===== config.mk =====
export PLATFORM = sky130hd
export DESIGN_NAME = csum_adder
export DESIGN_NICKNAME = d
export VERILOG_FILES = /design/src/rtl/csa_pkg.sv /design/src/rtl/csa_leaf.sv /design/src/rtl/csa_merge.sv /design/src/rtl/csa_pick.sv /design/src/rtl/csum_adder.sv
export SDC_FILE = /design/constraint.sdc
export NUM_CORES = 1
export LEC_CHECK = 0
export CAP_MARGIN = 20
export CELL_PAD_IN_SITES_DETAIL_PLACEMENT = 0
export CELL_PAD_IN_SITES_GLOBAL_PLACEMENT = 2
export CORE_ASPECT_RATIO = 0.7
export CORE_MARGIN = 4
export CORE_UTILIZATION = 22
export DETAILED_ROUTE_END_ITERATION = 7
export GPL_TIMING_DRIVEN = 0
export PLACE_DENSITY = 0.81
export SLEW_MARGIN = 20
export SYNTH_ARGS = -nofsm -noshare
export SYNTH_HDL_FRONTEND = slang
export SYNTH_SLANG_ARGS = --single-unit
export TNS_END_PERCENT = 100

===== constraint.sdc =====
create_clock -name vclk -period 2.8
set_input_delay 0.42 -clock vclk [all_inputs]
set_output_delay 0.42 -clock vclk [all_outputs]
set_load 0.1 [all_outputs]

===== src/rtl/csa_pkg.sv =====
package csa_pkg;
    function automatic bit is_pow2(input int n);
        return (n >= 2) && ((n & (n - 1)) == 0);
    endfunction
endpackage


===== src/rtl/csa_leaf.sv =====
// One-bit block: results for an assumed carry-in of 0 and of 1.
module csa_leaf (
    input  logic a,
    input  logic b,
    output logic s0,
    output logic c0,
    output logic s1,
    output logic c1
);
    always_comb begin
        s0 = a ^ b;
        c0 = a & b;
        s1 = ~(a ^ b);
        c1 = a | b;
    end
endmodule


===== src/rtl/csa_merge.sv =====
// Joins two W-bit candidate pairs into one 2W-bit candidate pair.
module csa_merge #(
    parameter int W = 1
) (
    input  logic [W-1:0]   lo_s0,
    input  logic [W-1:0]   lo_s1,
    input  logic           lo_c0,
    input  logic           lo_c1,
    input  logic [W-1:0]   hi_s0,
    input  logic [W-1:0]   hi_s1,
    input  logic           hi_c0,
    input  logic           hi_c1,
    output logic [2*W-1:0] m_s0,
    output logic [2*W-1:0] m_s1,
    output logic           m_c0,
    output logic           m_c1
);
    always_comb begin
        // assumption "carry-in 0": lower carry picks the upper candidate
        m_s0 = lo_c0 ? {hi_s1, lo_s0} : {hi_s0, lo_s0};
        m_c0 = lo_c0 ? hi_c1 : hi_c0;
        // assumption "carry-in 1"
        m_s1 = lo_c1 ? {hi_s1, lo_s1} : {hi_s0, lo_s1};
        m_c1 = lo_c1 ? hi_c1 : hi_c0;
    end
endmodule


===== src/rtl/csa_pick.sv =====
// Final choice between the two full-width candidates.
module csa_pick #(
    parameter int W = 16
) (
    input  logic [W-1:0] s0,
    input  logic [W-1:0] s1,
    input  logic         c0,
    input  logic         c1,
    input  logic         cin,
    output logic [W-1:0] sum,
    output logic         cout
);
    always_comb begin
        sum  = cin ? s1 : s0;
        cout = cin ? c1 : c0;
    end
endmodule


===== src/rtl/csum_adder.sv =====
module csum_adder #(
    parameter int WIDTH = 16
) (
    input  logic [WIDTH-1:0] x,
    input  logic [WIDTH-1:0] y,
    input  logic             cin,
    output logic [WIDTH-1:0] sum,
    output logic             cout
);
    import csa_pkg::*;

    localparam int LEVELS = $clog2(WIDTH);

    if (!is_pow2(WIDTH)) begin : g_bad_width
        $error("csum_adder: WIDTH must be a power of two, at least 2");
    end

    for (genvar lv = 0; lv <= LEVELS; lv++) begin : g_lvl
        localparam int NB = WIDTH >> lv;
        localparam int BW = 1 << lv;
        logic [WIDTH-1:0] s0;
        logic [WIDTH-1:0] s1;
        logic [NB-1:0]    c0;
        logic [NB-1:0]    c1;

        if (lv == 0) begin : g_leaf
            for (genvar b = 0; b < WIDTH; b++) begin : g_bit
                csa_leaf u_leaf (
                    .a  (x[b]),
                    .b  (y[b]),
                    .s0 (s0[b]),
                    .c0 (c0[b]),
                    .s1 (s1[b]),
                    .c1 (c1[b])
                );
            end
        end else begin : g_join
            for (genvar b = 0; b < NB; b++) begin : g_blk
                csa_merge #(.W(BW / 2)) u_mrg (
                    .lo_s0 (g_lvl[lv-1].s0[b*BW +: BW/2]),
                    .lo_s1 (g_lvl[lv-1].s1[b*BW +: BW/2]),
                    .lo_c0 (g_lvl[lv-1].c0[2*b]),
                    .lo_c1 (g_lvl[lv-1].c1[2*b]),
                    .hi_s0 (g_lvl[lv-1].s0[b*BW + BW/2 +: BW/2]),
                    .hi_s1 (g_lvl[lv-1].s1[b*BW + BW/2 +: BW/2]),
                    .hi_c0 (g_lvl[lv-1].c0[2*b+1]),
                    .hi_c1 (g_lvl[lv-1].c1[2*b+1]),
                    .m_s0  (s0[b*BW +: BW]),
                    .m_s1  (s1[b*BW +: BW]),
                    .m_c0  (c0[b]),
                    .m_c1  (c1[b])
                );
            end
        end
    end

    csa_pick #(.W(WIDTH)) u_pick (
        .s0   (g_lvl[LEVELS].s0),
        .s1   (g_lvl[LEVELS].s1),
        .c0   (g_lvl[LEVELS].c0[0]),
        .c1   (g_lvl[LEVELS].c1[0]),
        .cin  (cin),
        .sum  (sum),
        .cout (cout)
    );
endmodule


==> impl_metrics.toml, run 1 <==
[sta]
finalCritPeriodShare_pct = 123
setup_violations = 10
max_freq_ghz = 0.291
min_period_ns = 3.44
slew_violations = 0
slew-limit-headroom_pct = 35.3
worst_pin_slew_ns = 0.967
finalHoldViolCount = 0
fin_ws_ns = -0.638
setup-tns-final_ns = -4.86
rsz0062_at_grt = "true"

[die]
die_y_um = 70.4
core_area_um2 = 5310
dieArea_um2 = 6830
io_pins = 50
die_w_um = 97.1
num_rows = 22
start_util_pct = 23.0

[yosys]
yosysSeqAreaShare_pct = 0
synth_top_family_by_area = "adder cells"
yosys.area_share.simple_pct = 18.2
synth_compound_area_share_pct = 13.4
syn_area_um2 = 1220
synthMuxAreaShare_pct = 11.6
synthCells = 163
synthDistinctLibCells = 33
synth-xor-area-share_pct = 11.5
synth_warnings = 0
synth_fp_nets = 228
synth_fa_ha_area_share_pct = 32.8
avgSynthCellArea_um2 = 7.50

[power_and_ir_drop]
clkPwrFrac_pct = 0
power_uw = 1360
max-vdd-ir-drop_v = 0.000241
intPower_uw = 571
power_density_nw_per_um2 = 518
netSwitchingFraction_pct = 58.2
seq_power_share_pct = 0
pwr-share-comb_pct = 100.0
switching_power_uw = 793
p_leak_uw = 0.00121

[place]
dp_slack_ns = -2.27
place_hpwl_um = 2500
numPortBuffers = 50
placed_cells = 285
place.gp.congestion = 0.770

[finish]
clkbuf_count = 0
n_antenna_cell = 0
regArea_um2 = 0
drive_gt1_share_pct = 46.6
layout_common_cells = "inv_1, ha_1, clkdlybuf4s50_1"
final_common_cell = "inv_1"
instances_no_fill = 308
syn_to_final_growth_pct = 115
nFlopsAndLatches = 0
finalNetCount = 303

[global_route]
grtUsageTotal_pct = 9.16
grt_overflow_total = 0
antenna_found_initial = 0
grt_max_degree = 7
first_global_vias = 1271
grt_pass1_wl_um = 5520

[flow_run]
cap_violations = 0

[run_status]
violations = "setup timing"
status = "complete, but fails checks"

[setup_path]
crit_fanout = 4
critical_path_class = "primary input to primary output"
end_kind = "primary output"
startpoint_type = "primary input"
cp_data_arrival_time_ns = 3.02
critical_path_required_ns = 2.38

[min_path]
hp-class = "primary input to primary output"

[routing]
vias = 1277
dr.pass1.iters = 4
drtAntennaViolNets = 0
drtIter0Drc = 12
drcViolationCount = 0
via_per_inst = 4.15
avgRoutedWirePerCell_um = 10.6
wl_um = 3280
[worst max-delay path, stage by stage]
cell	delay, ns
dlygate4sd2_1	0.27
inv_2	0.08
ha_4	0.15
nand2_1	0.06
o21ai_2	0.07
mux2_4	0.33
nor4b_2	0.15
or3b_1	0.38
buf_6	0.16
mux2i_4	0.26
mux2i_4	0.33
xnor2_4	0.15
buf_12	0.19
[cell usage after synthesis]
| library cell | n | area, um^2 |
|---|---|---|
| o211ai_1 | 1 | 7.51 |
| nand3_1 | 1 | 5.00 |
| a211oi_1 | 4 | 30.0 |
| mux2i_1 | 8 | 80.1 |
| o2bb2ai_1 | 1 | 8.76 |
| xor2_1 | 4 | 35.0 |
| nor2_1 | 8 | 30.0 |
| and3b_2 | 1 | 10.0 |
| nor2b_1 | 4 | 25.0 |
| mux2_2 | 1 | 11.3 |
| o21ai_0 | 7 | 35.0 |
| or3b_1 | 4 | 35.0 |
| inv_1 | 38 | 143 |
| nand2b_1 | 2 | 12.5 |
| nand2_2 | 2 | 12.5 |
| o22ai_1 | 3 | 18.8 |
| and2b_2 | 2 | 17.5 |
| nor4b_1 | 1 | 8.76 |
| a211o_2 | 1 | 10.0 |
| a211o_1 | 1 | 8.76 |
| nor4_1 | 1 | 6.26 |
| and2_1 | 2 | 12.5 |
| xnor2_1 | 12 | 105 |
| o221ai_1 | 2 | 17.5 |
| mux2i_4 | 1 | 22.5 |
| o31ai_1 | 1 | 7.51 |
| nand2_1 | 9 | 33.8 |
| mux2i_2 | 2 | 27.5 |
| buf_6 | 1 | 11.3 |
| and3b_1 | 1 | 8.76 |
| nor3_1 | 1 | 5.00 |
| ha_1 | 32 | 400 |
| a21oi_1 | 4 | 20.0 |
[per-layer routing]
metal / vias to the layer above / routed length [um] / global-route usage (%) / share of wire [%]
met3: 0 / 151 / 0.998 / 4.6
met5: - / 0 / 0 / 0
met2: 22 / 1640 / 16.3 / 50
met4: 0 / 0 / 0.312 / 0
met1: 573 / 1490 / 12.6 / 45
li1: 682 / - / - / -
[power groups by stage]
stage | registers (uW) | clock network [uW] | logic [uW]
4_1_cts | 0 | 0 | 1290
3_5_place_dp | 0 | 0 | 1070
6_report | 0 | 0 | 1360
3_3_place_gp | 0 | 0 | 1070
2_1_floorplan | 0 | 0 | 852
5_1_grt | 0 | 0 | 1420
[final timing paths]
path / endpoint / cells after the start / startpoint
worst min-delay path: sum[3] / 5 / x[3]
worst max-delay path: sum[15] / 13 / x[5]
[final cells by class]
cell class                 count  area, um^2
fill                         494        2680
timing repair buffer          73         806
multi-input combinational    124        1580
buffer                         1        11.3
tap                           72        90.1
inverter                      38         145
[kinds of logic (layout without fill, tap and decap cells)]
logic type      count (synthesis)  in the layout
fa+ha+maj                      32             32
compound gates                 25             25
buf+inv                        39            112
simple gates                   39             39
xor+xnor                       16             16
mux                            12             12
[timing repair]
item                                    CTS  global route
resized for setup                       207            29
hold buffers                              0             0
buffers inserted                         20             5
pin swaps                                22            12
endpoints found under the setup margin   17            16
[stage by stage]
stage | area [um^2] | util (%) | hold slack, ns
2_1_floorplan | 1510 | - | 1.29
3_5_place_dp | 2100 | 39.6 | 2.39
3_3_place_gp | 2100 | 39.6 | 2.41
4_1_cts | 2510 | 47.3 | 1.43
5_1_grt | 2630 | 49.6 | 1.42
6_report | 2630 | 49.6 | 1.41
Power figures use the tool's default switching activity.
==> run 2, diff against run 1 <==
--- a/config.mk
+++ b/config.mk
@@ -11,8 +11,8 @@
 export CORE_ASPECT_RATIO = 0.7
 export CORE_MARGIN = 4
-export CORE_UTILIZATION = 22
+export CORE_UTILIZATION = 24
 export DETAILED_ROUTE_END_ITERATION = 7
 export GPL_TIMING_DRIVEN = 0
-export PLACE_DENSITY = 0.81
+export PLACE_DENSITY = 0.84
 export SLEW_MARGIN = 20
 export SYNTH_ARGS = -nofsm -noshare
==> constraint.sdc (replaced) <==
create_clock -name vclk -period 3.5
set_input_delay 0.525 -clock vclk [all_inputs]
set_output_delay 0.525 -clock vclk [all_outputs]
set_load 0.005 [all_outputs]
==> impl_metrics.toml, run 2 (same netlist as run 1, synthesis figures left out) <==
[finish]
clkbuf_count = 0
finalNetCount = 297
syn_to_final_growth_pct = 75.1
n_antenna_cell = 0
nFlopsAndLatches = 0
regArea_um2 = 0
final_common_cell = "inv_1"
drive_gt1_share_pct = 34.8
layout_common_cells = "inv_1, clkdlybuf4s50_1, ha_1"
instances_no_fill = 299
fillerInstances = 497

[sta]
worst_pin_slew_ns = 0.372
setup_violations = 2
finalCritPeriodShare_pct = 101
min_period_ns = 3.52
finalHoldViolCount = 0
setup-tns-final_ns = -0.0245
slew-limit-headroom_pct = 75.0
slew_violations = 0
fin_ws_ns = -0.0187
max_freq_ghz = 0.284
rsz0062_at_grt = "true"

[routing]
drtIter0Drc = 27
avgRoutedWirePerCell_um = 10.0
drtAntennaViolNets = 0
dr.pass1.iters = 4
via_per_inst = 4.17
vias = 1246
drcViolationCount = 0
wl_um = 3000

[setup_path]
critical_path_required_ns = 2.97
startpoint_type = "primary input"
critical_path_class = "primary input to primary output"
crit_fanout = 4
end_kind = "primary output"
cp_data_arrival_time_ns = 2.99

[place]
numPortBuffers = 50
place.gp.congestion = 0.698
dp_slack_ns = -0.907
placed_cells = 282
place_hpwl_um = 2280

[global_route]
globalRouteMet3Util_pct = 1.22
grtUsageTotal_pct = 9.05
grt_pass1_wl_um = 4910
gr-usage-met2_pct = 15.5
grt_max_degree = 7
top_usage_layer = "met2"
grt_overflow_total = 0
antenna_found_initial = 0
grtUsageMet1_pct = 12.9
first_global_vias = 1169

[power_and_ir_drop]
power_density_nw_per_um2 = 189
max-vdd-ir-drop_v = 0.0000847
power_uw = 405
p_leak_uw = 0.00102

[min_path]
hp-class = "primary input to primary output"

[die]
dieArea_um2 = 6320
die_w_um = 93.3
num_rows = 21
start_util_pct = 25.1
die_y_um = 67.7
core_area_um2 = 4860
io_pins = 50

[flow_run]
cap_violations = 0

[clock_network]
cts_hold_buf = 0

[run_status]
status = "complete, but fails checks"
violations = "setup timing"
## run 2: cell types whose count changed in the layout (fill, tap and decap cells not counted), sizes merged
cell / change
buf: -19
clkdlybuf4s50: +7
clkbuf: +6
clkdlybuf4s15: +1
dlygate4sd2: -1
## run 2: final cells by class
class                      count  area (um^2)  share of cell area [%]
buffer                         1         11.3                   0.526
inverter                      38          150                    7.01
tap                           69         86.3                    4.03
timing repair buffer          67          599                    28.0
multi-input combinational    124         1290                    60.4
## run 2: final timing paths
path	from	to	slack [ns]	cells after the start
setup / recovery	y[2]	sum[11]	-0.02	14
hold / removal	cin	sum[0]	1.79	3
## run 2: through the flow
stage / util [%] / hold WS, ns / cell area [um^2]
after global placement: 37.2 / 2.06 / 1810
after detailed placement: 37.2 / 2.07 / 1810
after floorplan: - / 1.11 / 1220
final: 44.0 / 1.79 / 2140
after global routing: 44.0 / 1.82 / 2140
after CTS: 42.1 / 1.79 / 2040
## run 2: critical path, cell delays in order
cell     delay (ns)
buf_8          0.08
inv_4          0.03
ha_4           0.14
or3b_1         0.37
a211o_1        0.33
nand2_4        0.11
nor4b_4        0.05
or3b_1         0.39
buf_6          0.14
buf_6          0.11
mux2i_4        0.18
mux2i_1        0.24
xnor2_1        0.15
buf_2          0.14
## run 2: routing by layer
layer,share of wire (%),wire [um]
met5,0,0
met4,0,0
met3,6.8,205
met2,42,1270
met1,51,1520
## run 2: power by group
part	leakage, uW	switching [uW]	internal (uW)	total, uW
Sequential	0	0	0	0
Clock	0	0	0	0
Combinational	0.00102	163	243	405
Total	0.00102	163	243	405
## run 2: what timing repair did
action	4_1_cts	5_1_grt
pin swaps	19	11
gates resized for setup	105	33
buffers inserted	14	3
setup endpoints to repair	12	9
==> run 3, diff against run 2 <==
PLACE_DENSITY = 0.92   (was 0.84)
TNS_END_PERCENT = 10   (was 100)
==> impl_metrics.toml, run 3 (same netlist as run 1, synthesis figures left out) <==
[run_status]
status = "finished clean"

[die]
die_y_um = 67.7
num_rows = 21
io_pins = 50
die_w_um = 93.3
core_area_um2 = 4860
dieArea_um2 = 6320
start_util_pct = 25.1

[routing]
wl_met2_um = 1440
wl_um = 3190
dr.pass1.iters = 4
avgRoutedWirePerCell_um = 10.8
vias = 1233
top_layer = "met3"
via_per_inst = 4.17
drcViolationCount = 0
drtIter0Drc = 32
route.met3.wl_um = 141
drtAntennaViolNets = 0
met1_length_um = 1620

[setup_path]
cp_data_arrival_time_ns = 2.92
end_kind = "primary output"
critical_path_required_ns = 2.97
critical_path_class = "primary input to primary output"
crit_fanout = 5
startpoint_type = "primary input"

[sta]
min_period_ns = 3.44
holdWs_ns = 1.72
slew_violations = 0
max_freq_ghz = 0.290
finalCritPeriodShare_pct = 98.4
slew-limit-headroom_pct = 73.3
worst_pin_slew_ns = 0.396
setup-tns-final_ns = 0
finalHoldViolCount = 0
setup_violations = 0
rsz0062_at_grt = "true"

[power_and_ir_drop]
p_leak_uw = 0.00101
max-vdd-ir-drop_v = 0.0000913
power_density_nw_per_um2 = 186

[global_route]
antenna_found_initial = 0
grt_max_degree = 7
first_global_vias = 1154
grt_pass1_wl_um = 5040
grt_overflow_total = 0
grtUsageTotal_pct = 9.28

[finish]
layout_common_cells = "inv_1, clkdlybuf4s50_1, ha_1"
syn_to_final_growth_pct = 71.0
final_common_cell = "inv_1"
instances_no_fill = 296
regArea_um2 = 0
finalNetCount = 294
n_antenna_cell = 0
multi_input_area_um2 = 1280
drive_gt1_share_pct = 33.9
fillerInstances = 511
clkbuf_count = 0
fin_area_um2 = 2090
nFlopsAndLatches = 0

[place]
place_area_um2 = 1810
place.gp.congestion = 0.785
placed_cells = 282
place_hpwl_um = 2450
numPortBuffers = 50

[min_path]
hp-class = "primary input to primary output"

[flow_run]
cap_violations = 0
-- run 3: per-layer routing --
layer  vias to the layer above  global-route usage, %
li1                        665                      -
met1                       542                   13.7
met2                        26                   15.5
met3                         0                  0.891
met4                         0                      0
met5                         -                      0
-- run 3: path summary, 6_finish.rpt --
kind | startpoint | to | slack, ns | depth (start not counted)
setup / recovery | x[1] | sum[15] | 0.06 | 12
hold / removal | y[6] | sum[6] | 1.72 | 5
-- run 3: metrics by stage --
step | setup WS (ns) | util (%) | total power [uW]
final | 0.0570 | 43.0 | 390
after global routing | -0.0769 | 43.0 | 429
after CTS | 0.00503 | 41.1 | 376
after detailed placement | -0.895 | 37.2 | 351
after global placement | -0.906 | 37.2 | 351
after floorplan | 0.259 | - | 180
-- run 3: critical path: stages --
cell	delay (ns)
buf_2	0.12
ha_4	0.17
or3b_1	0.37
a211o_2	0.32
nand2_4	0.10
nor4b_2	0.05
or3b_1	0.38
buf_6	0.16
mux2i_4	0.21
mux2i_2	0.25
xnor2_1	0.13
buf_2	0.13
-- run 3: layout make-up --
type / count / area share [%]
buffer: 1 / 0.539
inverter: 38 / 7.06
multi-input combinational: 124 / 61.2
tap: 69 / 4.13
timing repair buffer: 64 / 27.0
-- run 3: what timing repair did --
item / CTS / global route
hold buffers: 0 / 0
setup endpoints to repair: 12 / 8
gates cloned: 0 / 0
gates resized for setup: 92 / 35
buffers inserted: 11 / 3
endpoints found under the hold margin: 0 / 0
pin swaps: 19 / 16
-- run 3: power by group --
group          switching (uW)  internal (uW)  total, uW  leakage (uW)
clock network               0              0          0             0
logic                     161            229        390       0.00101
registers                   0              0          0             0
total                     161            229        390       0.00101
